[src/rtl/rxbuf_pkg.sv]
package rxbuf_pkg;
  // strobes the control sends to the datapath
  typedef struct packed {
    logic pushNew;   // write the incoming character into the FIFO
    logic pushHold;  // write the parked character into the FIFO
    logic loadHold;  // park the incoming character
    logic pop;       // remove the head entry
    logic flush;     // empty FIFO, realign pointers
  } bufStrb_t;
endpackage

[src/rtl/rx_buf_dpath.sv]
module rx_buf_dpath
  import rxbuf_pkg::*;
#(
  parameter int DEPTH  = 8,
  parameter int DATA_W = 8,
  parameter int STAT_W = 3
) (
  input  logic              clk,
  input  logic              rstN,
  input  bufStrb_t          strb,
  input  logic [DATA_W-1:0] inData,
  input  logic [STAT_W-1:0] inStat,
  output logic [DATA_W-1:0] rdData,
  output logic [STAT_W-1:0] rdStat,
  output logic              full,
  output logic              empty
);
  localparam int PTR_W = (DEPTH > 1) ? $clog2(DEPTH) : 1;
  localparam int CNT_W = $clog2(DEPTH + 1);
  localparam int ENT_W = DATA_W + STAT_W;

  logic [ENT_W-1:0] mem [DEPTH];
  logic [PTR_W-1:0] wrPtr, rdPtr;
  logic [CNT_W-1:0] count;
  logic [ENT_W-1:0] holdWord;
  logic [ENT_W-1:0] wrWord;
  logic [ENT_W-1:0] headWord;
  logic             doPush;

  assign doPush   = strb.pushNew | strb.pushHold;
  assign wrWord   = strb.pushHold ? holdWord : {inData, inStat};
  assign full     = (count == CNT_W'(DEPTH));
  assign empty    = (count == '0);
  assign headWord = empty ? '0 : mem[rdPtr];
  assign rdData   = headWord[ENT_W-1:STAT_W];
  assign rdStat   = headWord[STAT_W-1:0];

  // parked character (the shift register's copy)
  always_ff @(posedge clk or negedge rstN) begin
    if (!rstN)              holdWord <= '0;
    else if (strb.loadHold) holdWord <= {inData, inStat};
  end

  always_ff @(posedge clk) begin
    if (doPush && !strb.flush) mem[wrPtr] <= wrWord;
  end

  always_ff @(posedge clk or negedge rstN) begin
    if (!rstN) begin
      wrPtr <= '0;
      rdPtr <= '0;
      count <= '0;
    end else if (strb.flush) begin
      wrPtr <= '0;
      rdPtr <= '0;
      count <= '0;
    end else begin
      if (doPush) wrPtr <= (wrPtr == PTR_W'(DEPTH - 1)) ? '0 : wrPtr + 1'b1;
      if (strb.pop) rdPtr <= (rdPtr == PTR_W'(DEPTH - 1)) ? '0 : rdPtr + 1'b1;
      count <= count + CNT_W'(doPush) - CNT_W'(strb.pop);
    end
  end


  no_overflow_chk: assert property (@(posedge clk) disable iff (!rstN)
    doPush |-> !full);

  fill_bound_chk: assert property (@(posedge clk) disable iff (!rstN)
    count <= CNT_W'(DEPTH));

  push_src_chk: assert property (@(posedge clk) disable iff (!rstN)
    $onehot0({strb.pushNew, strb.pushHold, strb.loadHold}));

  no_underflow_chk: assert property (@(posedge clk) disable iff (!rstN)
    strb.pop |-> !empty);
endmodule

[src/rtl/rx_buf_ctrl.sv]
module rx_buf_ctrl
  import rxbuf_pkg::*;
(
  input  logic     clk,
  input  logic     rstN,
  input  logic     startBit,
  input  logic     chrDone,
  input  logic     cmdEnable,
  input  logic     cmdDisable,
  input  logic     cmdReset,
  input  logic     cmdClrErr,
  input  logic     autoRtsEn,
  input  logic     rdStrobe,
  input  logic     full,
  input  logic     empty,
  output bufStrb_t strb,
  output logic     overrun,
  output logic     rtsN
);
  logic rxOn;       // receiver enabled
  logic asmActive;  // start bit seen, character in assembly
  logic holdValid;  // a completed character is parked
  logic quiet, startAcc, chrAcc, moveHold, dropHold;

  assign quiet    = cmdReset | cmdDisable;
  assign startAcc = startBit && rxOn && !quiet;
  assign chrAcc   = chrDone && asmActive && !quiet;
  assign moveHold = holdValid && !full && !quiet;
  assign dropHold = startAcc && holdValid && full;

  always_comb begin
    strb          = '0;
    strb.flush    = cmdReset;
    strb.pop      = rdStrobe && !empty && !cmdReset;
    strb.pushNew  = chrAcc && !full;
    strb.loadHold = chrAcc && full;
    strb.pushHold = moveHold;
  end

  always_ff @(posedge clk or negedge rstN) begin
    if (!rstN) begin
      rxOn      <= 1'b0;
      asmActive <= 1'b0;
      holdValid <= 1'b0;
    end else if (quiet) begin
      rxOn      <= 1'b0;
      asmActive <= 1'b0;
      holdValid <= 1'b0;
    end else begin
      if (cmdEnable) rxOn <= 1'b1;
      if (startAcc)    asmActive <= 1'b1;
      else if (chrAcc) asmActive <= 1'b0;
      if (strb.loadHold)          holdValid <= 1'b1;
      else if (moveHold || dropHold) holdValid <= 1'b0;
    end
  end

  always_ff @(posedge clk or negedge rstN) begin
    if (!rstN)          overrun <= 1'b0;
    else if (cmdReset)  overrun <= 1'b0;
    else if (dropHold)  overrun <= 1'b1;
    else if (cmdClrErr) overrun <= 1'b0;
  end

  always_ff @(posedge clk or negedge rstN) begin
    if (!rstN)                         rtsN <= 1'b0;
    else if (cmdReset || !autoRtsEn)   rtsN <= 1'b0;
    else if (startAcc && full)         rtsN <= 1'b1;
    else if (!full)                    rtsN <= 1'b0;
  end


  ovr_rise_chk: assert property (@(posedge clk) disable iff (!rstN)
    $rose(overrun) |-> $past(startBit && holdValid && full));

  ovr_sticky_chk: assert property (@(posedge clk) disable iff (!rstN)
    (overrun && !cmdClrErr && !cmdReset) |=> overrun);

  rts_off_chk: assert property (@(posedge clk) disable iff (!rstN)
    !autoRtsEn |=> !rtsN);

  no_hold_in_asm_chk: assert property (@(posedge clk) disable iff (!rstN)
    !(holdValid && asmActive));

  disable_stops_chk: assert property (@(posedge clk) disable iff (!rstN)
    cmdDisable |=> (!asmActive && !holdValid));
endmodule

[src/rtl/rx_overrun_buf.sv]
module rx_overrun_buf #(
  parameter int DEPTH  = 8,
  parameter int DATA_W = 8,
  parameter int STAT_W = 3
) (
  input  logic              clk,
  input  logic              rstN,
  input  logic              startBit,
  input  logic              chrDone,
  input  logic [DATA_W-1:0] chrData,
  input  logic [STAT_W-1:0] chrStat,
  input  logic              cmdEnable,
  input  logic              cmdDisable,
  input  logic              cmdReset,
  input  logic              cmdClrErr,
  input  logic              autoRtsEn,
  input  logic              rdStrobe,
  output logic [DATA_W-1:0] rdData,
  output logic [STAT_W-1:0] rdStat,
  output logic              rxRdy,
  output logic              overrun,
  output logic              rtsN
);
  rxbuf_pkg::bufStrb_t strb;
  logic full, empty;

  rx_buf_ctrl uCtrl (
    .clk(clk), .rstN(rstN), .startBit(startBit), .chrDone(chrDone),
    .cmdEnable(cmdEnable), .cmdDisable(cmdDisable), .cmdReset(cmdReset),
    .cmdClrErr(cmdClrErr), .autoRtsEn(autoRtsEn), .rdStrobe(rdStrobe),
    .full(full), .empty(empty), .strb(strb), .overrun(overrun), .rtsN(rtsN)
  );

  rx_buf_dpath #(.DEPTH(DEPTH), .DATA_W(DATA_W), .STAT_W(STAT_W)) uDpath (
    .clk(clk), .rstN(rstN), .strb(strb), .inData(chrData), .inStat(chrStat),
    .rdData(rdData), .rdStat(rdStat), .full(full), .empty(empty)
  );

  assign rxRdy = !empty;
endmodule

[config.mk]
export PLATFORM = sky130hd
export DESIGN_NAME = rx_overrun_buf
export DESIGN_NICKNAME = d
export VERILOG_FILES = /design/src/rtl/rxbuf_pkg.sv /design/src/rtl/rx_buf_dpath.sv /design/src/rtl/rx_buf_ctrl.sv /design/src/rtl/rx_overrun_buf.sv
export SDC_FILE = /design/constraint.sdc
export NUM_CORES = 1
export LEC_CHECK = 0
export ABC_AREA = 0
export BUFFER_PORTS_ARGS = -buffer_cell sky130_fd_sc_hd__buf_2
export CAP_MARGIN = 20
export CORE_MARGIN = 2
export CORE_UTILIZATION = 40
export CTS_CLUSTER_SIZE = 16
export DETAILED_ROUTE_END_ITERATION = 12
export PLACE_DENSITY_LB_ADDON = 0.08
export SYNTH_ARGS = -nofsm -noshare
export SYNTH_HDL_FRONTEND = slang
export SYNTH_SLANG_ARGS = --single-unit
[constraint.sdc]
create_clock -name clk -period 2.85 [get_ports clk]
set_input_delay 0.4275 -clock clk [delete_from_list [all_inputs] [get_ports clk]]
set_output_delay 0.4275 -clock clk [all_outputs]
set_load 0.1 [all_outputs]
==> qor.yml <==
status: "finished, final reports clean"
fin_crit_sh_pct: 94.12
post_synth.cell_area_avg_um2: 18.73
synth_warnings: 0
area_growth_pct: 19.71
fin_worst_skew_ps: 9.602
hp-class: "primary input to asynchronous set/reset pin"
max_stage_delay_ps: 460
p_comb_share_pct: 27.9
ys_ff_latch: 114
grt_setup_unrepaired: "no"
clockBufferDepth: 2
htreeDepth: 4
vdd_drop_max_mv: 0.3807
coreArea_mm2: 0.01196
grt_pass1_vias: 2529
crit_path_max_fanout: 11
cp-start-kind: "flop"
grt_max_degree: 27
detail_route.wl_per_cell_um: 18.53
p_per_area_mw_per_mm2: 928.0
layout_min_cycle_time_ps: 2682
crit_chain: "inv_1 > ha_1 > nor3b_4 > nor2_2 > a22o_1 > buf_2"
post-route-util_pct: 48.92
p_sw_w: 0.001862
finish.net_count: 349
endpoint_kind: "output port"
hold_violations: 0
portBuffers: 34
row_count: 40
power.internal_w: 0.003569
grt_first_pass_wirelength_um: 14160
clk_pin_slew_ps: 60
die_h_um: 114.6
drc: 0
synth_cell_types: 41
tightest_slew_ps: 621.7
numCtsBuffers: 17
finalSetupTns_ps: 0
max-cap-violations: 0
netlist_instances: 261
via_per_inst: 5.149
drv_slew: 0
root_buffer: "clkbuf_16"
synth_ff_type: "edfxtp_1"
crit_cells: 6
antennaDiodeCount: 0
synth_edf_count: 88
gp_congestion: 0.6989
finalSetupViolations: 0
r2r.worst_path.cells: 9
first_pass_iters: 4
p_leak_nw: 2.278
initialDrtViolationCount: 173
dp_hpwl_um: 5751
ys_seq_area_share_pct: 67.37
max_slew_margin_pct: 58.55
ant_nets: 0
die_area_mm2: 0.01312
pin_count: 35
grt-ovfl-total: 0
cts.sinks: 114
crit_buf_inv: 2
dr_total_vias: 2461
swShare_pct: 34.29
post-place-ws_ps: 209.2
post_cts_buffers: 0
layout_setup_ws_ps: 167.5
synth_fp_nets: 292
crit_slowest_cell: "nor2_2"
syn-cell-area_mm2: 0.004888
cp_top_family: "simple AND/OR/NAND/NOR gates"
crit_type: "flop to output port"
finalPower_w: 0.005431
grt_use_total_pct: 15.10
seq_power_share_pct: 34.1
cts_tree: "yes"
dieWidth_um: 114.6
clk_latency_ps: 410
worst_ep_required_time_ps: 2420
fmax_mhz: 372.8
async_flop_share_pct: 22.81
start_util_pct: 40.87
totalWireLength_um: 8855
pwr-share-clk_pct: 38.0
drive_gt1_share_pct: 38.37
antenna_found_initial: 0
worst_ep_arrival_time_ps: 2250
## state kept, by name (all words and copies together), names as in the netlist
register,flops
uDpath.wrPtr,3
uDpath.mem,88
uCtrl.rxOn,1
uDpath.holdWord,11
uCtrl.holdValid,1
uCtrl.asmActive,1
uCtrl.rtsN,1
uCtrl.overrun,1
uDpath.rdPtr,3
uDpath.count,4
## Yosys cell counts, drive strengths merged (3+ instances only)
master,instances,share of area (%)
nand2b,3,0.38
nor2,11,1.0
nand3,6,0.97
inv,10,0.77
ha,9,2.3
nor3,5,0.51
mux2,27,7.0
nor2b,7,0.90
edfxtp,88,54
dfrtp,26,13
a22o,11,2.0
a21oi,4,0.41
mux4,22,11
buf,9,2.0
## final timing paths
kind / from / slack [ps] / end
worst max-delay path: uDpath.count[2] / 170 / rdData[5]
worst min-delay path: rstN / 30 / uCtrl.rtsN
worst max register to register: uDpath.count[2] / 440 / uDpath.count[3]
worst min register to register: uDpath.holdWord[8] / 500 / uDpath.holdWord[8]
max in group asynchronous: rstN / 2400 / uDpath.rdPtr[0]
min in group clk: cmdEnable / 220 / uCtrl.rxOn
## final cells by class
type | count | area [um^2]
clock buffer | 20 | 456.7
clock inverter | 12 | 131.4
fill | 979 | 6110
inverter | 10 | 37.54
multi-input combinational | 126 | 1466
sequential | 114 | 3293
tap | 147 | 183.9
timing repair buffer | 49 | 282.8
## placed cells by master (no fill, tap or decap), drive strengths merged, types with 7 or more instances in the layout
master and instances:
ha 9, nor2 11, inv 12, dfrtp 26, mux2 27, mux4 22
edfxtp 88, clkbuf 20, buf 49, nor2b 7, a22o 11
## what timing repair did
item                       in CTS  in global routing
hold buffers                    0                  0
pin swaps                       0                  0
setup endpoints to repair      11                 11
resized for setup               1                  1
## power groups by stage
| stage | Sequential (W) | Clock, W | Combinational [W] |
|---|---|---|---|
| after floorplan | 0.00188 | 0 | 0.00131 |
| after global placement | 0.00188 | 0 | 0.00151 |
| after detailed placement | 0.00188 | 0 | 0.00152 |
| after CTS | 0.00185 | 0.00211 | 0.00153 |
| after global routing | 0.00185 | 0.00219 | 0.00160 |
| final | 0.00185 | 0.00206 | 0.00152 |
## cells by family (layout without fill, tap and decap cells)
kind of cell / Yosys count / after routing / share of synthesized area (%)
buf+inv: 21 / 91 / 2.943
mux: 49 / 49 / 17.89
simple gates: 44 / 44 / 5.529
fa+ha+maj: 10 / 10 / 2.713
xor+xnor: 1 / 1 / 0.1792
flops: 114 / 114 / 67.37
compound gates: 22 / 22 / 3.379
## metrics by stage
stage,instance area (um^2),hold WS (ps),instances
after detailed placement,5248,487.2,445
final,5852,31.92,478
after floorplan,4888,131.9,261
after CTS,5838,46.19,477
after global placement,5248,485.6,445
after global routing,5852,71.25,478
## per-layer routing
| layer | up-vias | track usage (%) | part of all wire, % |
|---|---|---|---|
| met2 | 52 | 22.88 | 48 |
| li1 | 1158 | - | - |
| met1 | 1240 | 20.49 | 47 |
| met5 | - | 0 | 0 |
| met4 | 0 | 6.098 | 1.3 |
| met3 | 11 | 4.553 | 3.7 |
Note: power is estimated with default switching activity, not from simulation.
